$ cat src/rtl/wkr_pkg.sv
package wkr_pkg;
   localparam int unsigned MAX_PINS        = 8;
   localparam int unsigned NUM_SRC         = 3;
   localparam int unsigned OFF_STATUS      = 'h310;
   localparam int unsigned OFF_ENABLE      = 'h314;
   localparam int unsigned OFF_CLEAR       = 'h318;
   localparam int unsigned OFF_ROUTE       = 'h31C;
   localparam int unsigned OFF_CFG_BASE    = 'h330;
   localparam int unsigned CFG_STRIDE      = 8;
   localparam int unsigned MODE_LSB        = 1;
   localparam int unsigned MODE_W          = 3;
   localparam int unsigned RT_SRC_EXT_LSB  = 0;
   localparam int unsigned RT_PIN_EXT_LSB  = 8;
   localparam int unsigned RT_SRC_WAKE_LSB = 16;
   localparam int unsigned RT_PIN_WAKE_LSB = 24;

   typedef enum logic [MODE_W-1:0] {
      MODE_LOW  = 3'd0,
      MODE_HIGH = 3'd1,
      MODE_FALL = 3'd2,
      MODE_RISE = 3'd3,
      MODE_NONE = 3'd4,
      MODE_ANY  = 3'd6
   } trig_mode_e;
endpackage

$ cat src/rtl/wkr_pin_detect.sv
module wkr_pin_detect
   import wkr_pkg::*;
(
   input  logic              clk_i,
   input  logic              rst_ni,
   input  logic              pin_i,
   input  logic              cfg_we_i,
   input  logic [MODE_W-1:0] cfg_mode_i,
   output logic [MODE_W-1:0] mode_o,
   output logic              trig_o
);
   logic [MODE_W-1:0] mode_q;
   logic              prev_q;

   always_ff @(posedge clk_i or negedge rst_ni) begin
      if (!rst_ni) begin
         mode_q <= MODE_NONE;
         prev_q <= 1'b0;
      end else begin
         prev_q <= pin_i;
         if (cfg_we_i) mode_q <= cfg_mode_i;
      end
   end

   always_comb begin
      case (mode_q)
         MODE_LOW:  trig_o = ~pin_i;
         MODE_HIGH: trig_o = pin_i;
         MODE_FALL: trig_o = prev_q & ~pin_i;
         MODE_RISE: trig_o = ~prev_q & pin_i;
         MODE_ANY:  trig_o = prev_q ^ pin_i;
         default:   trig_o = 1'b0;
      endcase
   end

   assign mode_o = mode_q;
endmodule

$ cat src/rtl/wkr_status_bank.sv
module wkr_status_bank #(
   parameter int unsigned N = 4
) (
   input  logic         clk_i,
   input  logic         rst_ni,
   input  logic [N-1:0] trig_i,
   input  logic [N-1:0] clr_i,
   input  logic         en_we_i,
   input  logic [N-1:0] en_wdata_i,
   output logic [N-1:0] status_o,
   output logic [N-1:0] enable_o
);
   logic [N-1:0] status_q, enable_q;

   always_ff @(posedge clk_i or negedge rst_ni) begin
      if (!rst_ni) begin
         status_q <= '0;
         enable_q <= '0;
      end else begin
         status_q <= (status_q & ~clr_i) | trig_i;
         if (en_we_i) enable_q <= en_wdata_i;
      end
   end

   assign status_o = status_q;
   assign enable_o = enable_q;
endmodule

$ cat src/rtl/wkr_route_unit.sv
module wkr_route_unit
   import wkr_pkg::*;
#(
   parameter int unsigned N = 4
) (
   input  logic               clk_i,
   input  logic               rst_ni,
   input  logic               we_i,
   input  logic [N-1:0]       pin_ext_wd_i,
   input  logic [N-1:0]       pin_wake_wd_i,
   input  logic [NUM_SRC-1:0] src_ext_wd_i,
   input  logic [NUM_SRC-1:0] src_wake_wd_i,
   input  logic [N-1:0]       status_i,
   input  logic [N-1:0]       enable_i,
   input  logic [NUM_SRC-1:0] src_i,
   output logic [N-1:0]       pin_ext_o,
   output logic [N-1:0]       pin_wake_o,
   output logic [NUM_SRC-1:0] src_ext_o,
   output logic [NUM_SRC-1:0] src_wake_o,
   output logic               pin_irq_o,
   output logic [N-1:0]       pin_route_o,
   output logic [NUM_SRC-1:0] src_route_o,
   output logic               wake_req_o
);
   logic [N-1:0]       pin_ext_q, pin_wake_q;
   logic [NUM_SRC-1:0] src_ext_q, src_wake_q;

   always_ff @(posedge clk_i or negedge rst_ni) begin
      if (!rst_ni) begin
         pin_ext_q  <= '0;
         pin_wake_q <= '0;
         src_ext_q  <= '0;
         src_wake_q <= '0;
      end else if (we_i) begin
         pin_ext_q  <= pin_ext_wd_i;
         pin_wake_q <= pin_wake_wd_i;
         src_ext_q  <= src_ext_wd_i;
         src_wake_q <= src_wake_wd_i;
      end
   end

   assign pin_irq_o   = |(status_i & enable_i);
   assign pin_route_o = status_i & pin_ext_q;
   assign src_route_o = src_i & src_ext_q;
   assign wake_req_o  = (|(status_i & pin_wake_q)) | (|(src_i & src_wake_q));

   assign pin_ext_o  = pin_ext_q;
   assign pin_wake_o = pin_wake_q;
   assign src_ext_o  = src_ext_q;
   assign src_wake_o = src_wake_q;
endmodule

$ cat src/rtl/wake_route_ctrl.sv
module wake_route_ctrl
   import wkr_pkg::*;
#(
   parameter int unsigned NUM_PINS = 4,
   parameter int unsigned ADDR_W   = 12,
   parameter int unsigned DATA_W   = 32
) (
   input  logic                clk_i,
   input  logic                rst_ni,
   input  logic [ADDR_W-1:0]   bus_addr_i,
   input  logic                bus_we_i,
   input  logic [DATA_W-1:0]   bus_wdata_i,
   output logic [DATA_W-1:0]   bus_rdata_o,
   input  logic [NUM_PINS-1:0] wake_pin_i,
   input  logic [NUM_SRC-1:0]  src_i,
   output logic                pin_irq_o,
   output logic [NUM_PINS-1:0] pin_route_o,
   output logic [NUM_SRC-1:0]  src_route_o,
   output logic                wake_req_o
);
   localparam int unsigned LAST_CFG = OFF_CFG_BASE + (MAX_PINS - 1) * CFG_STRIDE;

   if (NUM_PINS < 1 || NUM_PINS > MAX_PINS) begin : g_bad_pins
      $error("NUM_PINS out of range");
   end
   if (DATA_W != 32) begin : g_bad_data
      $error("DATA_W must be 32");
   end
   if ((LAST_CFG >> ADDR_W) != 0) begin : g_bad_addr
      $error("ADDR_W too narrow for the register map");
   end

   logic hit_enable, hit_clear, hit_route;
   logic [NUM_PINS-1:0] trig_w, status_w, en_w, clr_w, cfg_we;
   logic [NUM_PINS-1:0] pin_ext_w, pin_wake_w;
   logic [NUM_SRC-1:0]  src_ext_w, src_wake_w;
   logic [MODE_W-1:0]   pin_mode [NUM_PINS];
   logic                wdata_unused;

   assign hit_enable   = bus_addr_i == ADDR_W'(OFF_ENABLE);
   assign hit_clear    = bus_addr_i == ADDR_W'(OFF_CLEAR);
   assign hit_route    = bus_addr_i == ADDR_W'(OFF_ROUTE);
   assign clr_w        = (bus_we_i && hit_clear) ? bus_wdata_i[NUM_PINS-1:0] : '0;
   assign wdata_unused = ^bus_wdata_i;

   for (genvar g = 0; g < NUM_PINS; g++) begin : g_pin
      assign cfg_we[g] = bus_we_i &&
                         (bus_addr_i == ADDR_W'(OFF_CFG_BASE + g * CFG_STRIDE));
      wkr_pin_detect u_det (
         .clk_i      (clk_i),
         .rst_ni     (rst_ni),
         .pin_i      (wake_pin_i[g]),
         .cfg_we_i   (cfg_we[g]),
         .cfg_mode_i (bus_wdata_i[MODE_LSB +: MODE_W]),
         .mode_o     (pin_mode[g]),
         .trig_o     (trig_w[g])
      );
   end

   wkr_status_bank #(.N(NUM_PINS)) u_status (
      .clk_i      (clk_i),
      .rst_ni     (rst_ni),
      .trig_i     (trig_w),
      .clr_i      (clr_w),
      .en_we_i    (bus_we_i && hit_enable),
      .en_wdata_i (bus_wdata_i[NUM_PINS-1:0]),
      .status_o   (status_w),
      .enable_o   (en_w)
   );

   wkr_route_unit #(.N(NUM_PINS)) u_route (
      .clk_i         (clk_i),
      .rst_ni        (rst_ni),
      .we_i          (bus_we_i && hit_route),
      .pin_ext_wd_i  (bus_wdata_i[RT_PIN_EXT_LSB +: NUM_PINS]),
      .pin_wake_wd_i (bus_wdata_i[RT_PIN_WAKE_LSB +: NUM_PINS]),
      .src_ext_wd_i  (bus_wdata_i[RT_SRC_EXT_LSB +: NUM_SRC]),
      .src_wake_wd_i (bus_wdata_i[RT_SRC_WAKE_LSB +: NUM_SRC]),
      .status_i      (status_w),
      .enable_i      (en_w),
      .src_i         (src_i),
      .pin_ext_o     (pin_ext_w),
      .pin_wake_o    (pin_wake_w),
      .src_ext_o     (src_ext_w),
      .src_wake_o    (src_wake_w),
      .pin_irq_o     (pin_irq_o),
      .pin_route_o   (pin_route_o),
      .src_route_o   (src_route_o),
      .wake_req_o    (wake_req_o)
   );

   always_comb begin
      bus_rdata_o = '0;
      if (bus_addr_i == ADDR_W'(OFF_STATUS)) begin
         bus_rdata_o[NUM_PINS-1:0] = status_w;
      end else if (hit_enable) begin
         bus_rdata_o[NUM_PINS-1:0] = en_w;
      end else if (hit_route) begin
         bus_rdata_o[RT_PIN_EXT_LSB +: NUM_PINS]  = pin_ext_w;
         bus_rdata_o[RT_PIN_WAKE_LSB +: NUM_PINS] = pin_wake_w;
         bus_rdata_o[RT_SRC_EXT_LSB +: NUM_SRC]   = src_ext_w;
         bus_rdata_o[RT_SRC_WAKE_LSB +: NUM_SRC]  = src_wake_w;
      end else begin
         for (int i = 0; i < NUM_PINS; i++) begin
            if (bus_addr_i == ADDR_W'(OFF_CFG_BASE + i * CFG_STRIDE))
               bus_rdata_o[MODE_LSB +: MODE_W] = pin_mode[i];
         end
      end
   end
endmodule

$ cat config.mk
export PLATFORM = sky130hd
export DESIGN_NAME = wake_route_ctrl
export DESIGN_NICKNAME = d
export VERILOG_FILES = /design/src/rtl/wkr_pkg.sv /design/src/rtl/wkr_pin_detect.sv /design/src/rtl/wkr_status_bank.sv /design/src/rtl/wkr_route_unit.sv /design/src/rtl/wake_route_ctrl.sv
export SDC_FILE = /design/constraint.sdc
export NUM_CORES = 1
export LEC_CHECK = 0
export BUFFER_PORTS_ARGS = -buffer_cell sky130_fd_sc_hd__buf_2
export CORE_MARGIN = 2
export CORE_UTILIZATION = 45
export CTS_CLUSTER_DIAMETER = 100
export CTS_CLUSTER_SIZE = 8
export DETAILED_ROUTE_END_ITERATION = 16
export PLACE_DENSITY = 0.78
export SETUP_SLACK_MARGIN = 0.1
export SLEW_MARGIN = 15
export SYNTH_ARGS = -nofsm -noshare
export SYNTH_HDL_FRONTEND = slang
export SYNTH_SLANG_ARGS = --single-unit
export TNS_END_PERCENT = 30
$ cat constraint.sdc
create_clock -name clk_i -period 1.8 [get_ports clk_i]
set_clock_uncertainty 0.15 [all_clocks]
set_input_delay 0.18 -clock clk_i [delete_from_list [all_inputs] [get_ports clk_i]]
set_output_delay 0.18 -clock clk_i [all_outputs]
set_load 0.01 [all_outputs]
### Yosys cells after proc, flatten, opt, wreduce, memory -nomap -nowiden

Cells that the tools add are included.

* equality and inequality tests: 24
* multiplexer cells: 23
* bitwise logic cells: 29
* reductions and logical operators: 14

Operator list (number)
* $eq A12 B10 Y1 const B: 8
* $mux W4: 9
* $eq A3 B2 Y1 const B: 8
* $mux W3: 7
* $pmux W1 S5: 4
* $and A4 B4 Y4: 4
* $eq A3 B1 Y1 const B: 4
* $eq A3 B3 Y1 const B: 4
* $logic_not A3 Y1: 4
* $and A1 B1 Y1: 8
* $not A1 Y1: 8
* $reduce_or A4 Y1: 2
* $logic_and A1 B1 Y1: 7
* $and A3 B3 Y3: 2
* $not A4 Y4: 1
* $or A4 B4 Y4: 1
* $xor A1 B1 Y1: 4
* $reduce_or A3 Y1: 1
* $mux W1: 2
* $mux W2: 1
* $or A1 B1 Y1: 1

* flip-flop bits (word level): 38
* input port bits: 54

### Depth between registers and ports, before layout

* depth after elaboration: 8
* gate-level depth with buffers: 6
* gate-level depth less buffers: 6

### Cells and area by module

A second synthesis with hierarchy kept.

* cells, all modules: 223
* area total of the unflattened synthesis: 2383.5 µm²

By module, submodules not included
* wkr_pin_detect: instances 4, cells each 17, area an instance 215.2 µm², seq. area each 101.3 µm²
* wake_route_ctrl: instances 1, cells each 92, area an instance 620.6 µm², seq. area each 0.0 µm²
* wkr_route_unit: instances 1, cells each 43, area an instance 611.8 µm², seq. area each 350.3 µm²
* wkr_status_bank: instances 1, cells each 20, area an instance 290.3 µm², seq. area each 200.2 µm²

### Least setup slack after synthesis

OpenSTA, ideal clock, no wires.

* path kind: in2reg
* start: in bus_addr_i[5]
* end: reg g_pin[3].u_det.mode_q[0]
* data arrival time: 1.577 ns
* required time: 1.525 ns
* slack: -0.052 ns
* stages: 4
* path buffers: 0
* cell sequence: or4b_4 -> or3b_4 -> nor2_4 -> mux2_2

* word-level cells in the longest chain between the ends: 2

RTL lines
* from (decl): RTL line wake_route_ctrl.sv:10 `input logic [ADDR_W-1:0] bus_addr_i,`
* $eq A12 B10 Y1: RTL line wake_route_ctrl.sv:48 `(bus_addr_i == ADDR_W'(OFF_CFG_BASE + g * CFG_STRIDE));`
* $logic_and A1 B1 Y1: RTL line wake_route_ctrl.sv:47 `assign cfg_we[g] = bus_we_i &&`
* to (signal assigned): RTL line wkr_pin_detect.sv:21 `if (cfg_we_i) mode_q <= cfg_mode_i;`
* to (decl): RTL line wkr_pin_detect.sv:12 `logic [MODE_W-1:0] mode_q;`

No other way between the ends.
A chain may end at the register's enable or synchronous reset.

### Final worst setup path

* start: in bus_addr_i[5]
* end: out bus_rdata_o[3]

* word-level cells in the longest chain between the ends: 8
* elaborated cells on any way between the ends: 14

RTL lines
* $eq A12 B10 Y1: RTL line wake_route_ctrl.sv:105 `if (bus_addr_i == ADDR_W'(OFF_CFG_BASE + i * CFG_STRIDE))`
* $mux W3 (4 in series): RTL line wake_route_ctrl.sv:105
* $mux W1: RTL line wake_route_ctrl.sv:98 `end else if (hit_route) begin`
* $mux W4: RTL line wake_route_ctrl.sv:96 `end else if (hit_enable) begin`
* $mux W4 (*): RTL line wake_route_ctrl.sv:94 `if (bus_addr_i == ADDR_W'(OFF_STATUS)) begin`
* to (decl): RTL line wake_route_ctrl.sv:13 `output logic [DATA_W-1:0] bus_rdata_o,`

Every way passes the cells marked *; elsewhere a longest branch is shown, timed or not.

==> reports/qor.yml <==
power:
  switching_share_pct: 22.5
  ir_drop_v: 0.000500
  p_sw_mw: 0.440
  internal_power_mw: 1.52
  cellLeakagePower_nw: 1.58
  power_frac_seq_pct: 44.3
  power.density_nw_per_um2: 629
  p_comb_share_pct: 10.7
  power.share.clock_pct: 45.0
cts:
  clock_sinks: 38
  cts_tree: "done"
  cts.reportedPaths.clkPinSlew_ns: 0.08
  numCtsBuffers: 5
  clockBufferDepth: 2
  clock_latency_ns: 0.29
  root_buffer: "clkbuf_8"
  h-tree-depth: 2
timing:
  maxSlewViolCount: 0
  finalHoldViolCount: 0
  fin_ws_ns: -0.142
  setup_tns_ns: -1.18
  rsz0062_at_grt: "true"
  worst_hold_slack_ns: 0.0690
  setup_viol: 14
  period_needed_ns: 1.94
  finalCritPeriodShare_pct: 108
  slew_headroom_pct: 66.7
  worst_pin_slew_ns: 0.500
  max_freq_mhz: 515
synthesis:
  synth_compound_area_share_pct: 10.1
  syn_inst: 220
  synth_xor_area_share_pct: 0.377
  synth_area_leaders: "dfrtp_1 37%, mux2_2 15%, buf_4 5.5%"
  async_reset_ff_share_pct: 100
  synth_ff_type: "dfrtp_1"
  syn_area_um2: 2320
  synth_edf_count: 0
  synth_area_leader_cell: "dfrtp_1"
  synth_cell_types: 40
  synth_area_per_cell_um2: 10.5
  synth_top_area_share_pct: 36.7
  muxShareOfSynthArea_pct: 16.8
  synth_top_family_by_area: "simple AND/OR/NAND/NOR gates"
  post_synth_and_or_nand_nor_area_fraction_pct: 19.4
  yosys_register_bits: 38
  ys_warn_count: 0
  synthAdderAreaFrac_pct: 4.31
  yosysSeqAreaShare_pct: 41.2
route:
  num_vias: 1946
  route.detailed.wl_per_inst_um: 14.2
  avgViaCountPerCell: 5.07
  dr.pass1.iters: 4
  drtAntennaViolNets: 0
  dr.first_iter.drc_count: 90
  drcViolationCount: 0
  totalWireLength_um: 5460
setup_path:
  critPathKind: "in2out"
  path_cells: "buf_6, or4b_4, or3b_4, o21bai_1, o32ai_1, buf_2"
  r2r_setup_slack_ns: 0.29
  critPathMaxFanout: 4
  cp-endpoint: "bus_rdata_o[3]"
  path_buf_inv: 2
  crit_slowest_cell: "or4b_4"
  startpoint_type: "input port"
  arrival_ns: 1.61
  r2r_end: "u_status.status_o[0]$_DFF_PN0_"
  r2r-start: "g_pin[0].u_det.prev_q$_DFF_PN0_"
  cp-startpoint: "bus_addr_i[5]"
  worstRegToRegCells: 3
  cpPeakStageDelay_ns: 0.54
  crit_cells: 6
  cpLargestDelayFamily: "simple AND/OR/NAND/NOR gates"
  crit_required_ns: 1.47
  worst_setup_path_end_kind: "primary output"
status:
  violations: "setup timing"
  outcome: "finished with violations"
die:
  core_um2: 5040
  die_y_um: 75.8
  start_util_pct: 46.0
  io_pins: 95
  rows: 26
  die_w_um: 75.8
  die_area_um2: 5750
finish:
  n_fill_cell: 431
  regArea_um2: 956
  n_antenna_cell: 0
  final_area_um2: 3110
  drive_gt1_share_pct: 41.4
  finish.utilization_pct: 61.7
  nets: 375
  area_growth_pct: 34.0
  multi_input_area_um2: 1280
global_route:
  grt_pass1_vias: 1837
  grt_pass1_wl_um: 8580
  antenna_found_initial: 0
  grt_usage_pct: 20.0
  grt_max_degree: 39
  grt_overflow: 0
place:
  placed_area_um2: 2740
  port_buffers: 60
  gp_congestion: 0.848
  hpwl_um: 3870
min_path:
  hp-class: "in2reg"
  hold_depth: 2
job:
  maxCapViolations: 0
==> cells in the mapped netlist, drive strengths merged, types with 7 or more instances <==
library cell and number:
mux2 31, nor2 14, o211ai 7, nand2 8, dfrtp 34, ha 8, o21ai 9, and2 18
inv 8, buf 18, nand3 7, and3 8
==> power by group through the flow <==
| stage | sequential (mW) | combinational (mW) | clock, mW |
|---|---|---|---|
| final | 0.866 | 0.210 | 0.881 |
| after global routing | 0.867 | 0.237 | 0.926 |
| after CTS | 0.866 | 0.207 | 0.890 |
| after detailed placement | 0.883 | 0.173 | 0 |
| after global placement | 0.882 | 0.168 | 0 |
| after floorplan | 0.882 | 0.0972 | 0 |
==> area by class of cell <==
class,count,share of cell area (%)
timing repair buffer,92,19.9
inverter,8,0.965
multi-input combinational,168,41.2
tap,70,2.82
clock inverter,3,2.21
sequential,38,30.7
clock buffer,5,2.21
==> placed cells by master (no fill, tap or decap), types with 3 or more instances in the layout <==
cell	Yosys	final
conb_1	1	17
mux2_2	31	28
nor2_1	13	11
nand2_1	8	8
dfrtp_1	34	34
inv_1	8	8
a22oi_1	4	4
o32ai_1	3	3
or4bb_1	3	3
mux2_4	0	3
a31oi_1	3	3
ha_1	8	8
nand3_1	7	7
o211ai_1	7	7
clkbuf_8	0	5
and3_1	8	7
dlygate4sd3_1	0	17
o21bai_1	4	4
mux2i_1	4	4
buf_6	0	4
buf_4	17	13
buf_2	1	57
o21ai_0	9	9
and2_1	18	18
dfstp_2	4	4
==> through the flow <==
stage	cells	power, mW	setup slack [ns]
floorplan	236	0.979	-0.0521
global placement	358	1.05	-0.166
detailed placement	358	1.06	-0.193
CTS	384	1.96	-0.129
global route	384	2.03	-0.184
finish	384	1.96	-0.142
==> metal layers <==
| metal | global-route usage (%) | vias to the layer above | part of all wire, % |
|---|---|---|---|
| li1 | - | 950 | - |
| met1 | 26.4 | 918 | 45 |
| met2 | 33.4 | 71 | 49 |
| met3 | 4.37 | 7 | 5.3 |
| met4 | 4.68 | 0 | 1.1 |
| met5 | 0 | - | 0 |
==> worst min path at each step <==
stage,from,end,slack [ns]
floorplan,rst_ni,g_pin[0].u_det.mode_o[0]$_DFFE_PN0P_,-0.27
global placement,rst_ni,g_pin[0].u_det.prev_q$_DFF_PN0_,0.10
detailed placement,rst_ni,g_pin[0].u_det.prev_q$_DFF_PN0_,0.11
CTS,bus_wdata_i[3],u_status.enable_o[3]$_DFFE_PN0P_,0.07
global route,bus_wdata_i[3],u_status.enable_o[3]$_DFFE_PN0P_,0.08
finish,bus_wdata_i[3],u_status.enable_o[3]$_DFFE_PN0P_,0.07
==> sequential cells by signal (all words and copies together) (netlist names) <==
signal / flops
u_status.status_o: 4
g_pin.u_det.mode_o: 12
u_route.pin_ext_o: 4
u_route.src_wake_o: 3
u_status.enable_o: 4
u_route.pin_wake_o: 4
u_route.src_ext_o: 3
g_pin.u_det.prev_q: 4
==> what timing repair did <==
action,in CTS,in global routing
gates resized for setup,9,5
endpoints found under the hold margin,51,0
pin swaps,2,3
setup buffers,1,0
endpoints found under the setup margin,14,21
hold buffers,17,0
==> kinds of logic after synthesis <==
kind of cell	after synthesis
simple gates	73
compound gates	34
buf+inv	30
mux	35
other cells	1
fa+ha+maj	8
xor+xnor	1
flops	38
Power figures use the tool's default switching activity.
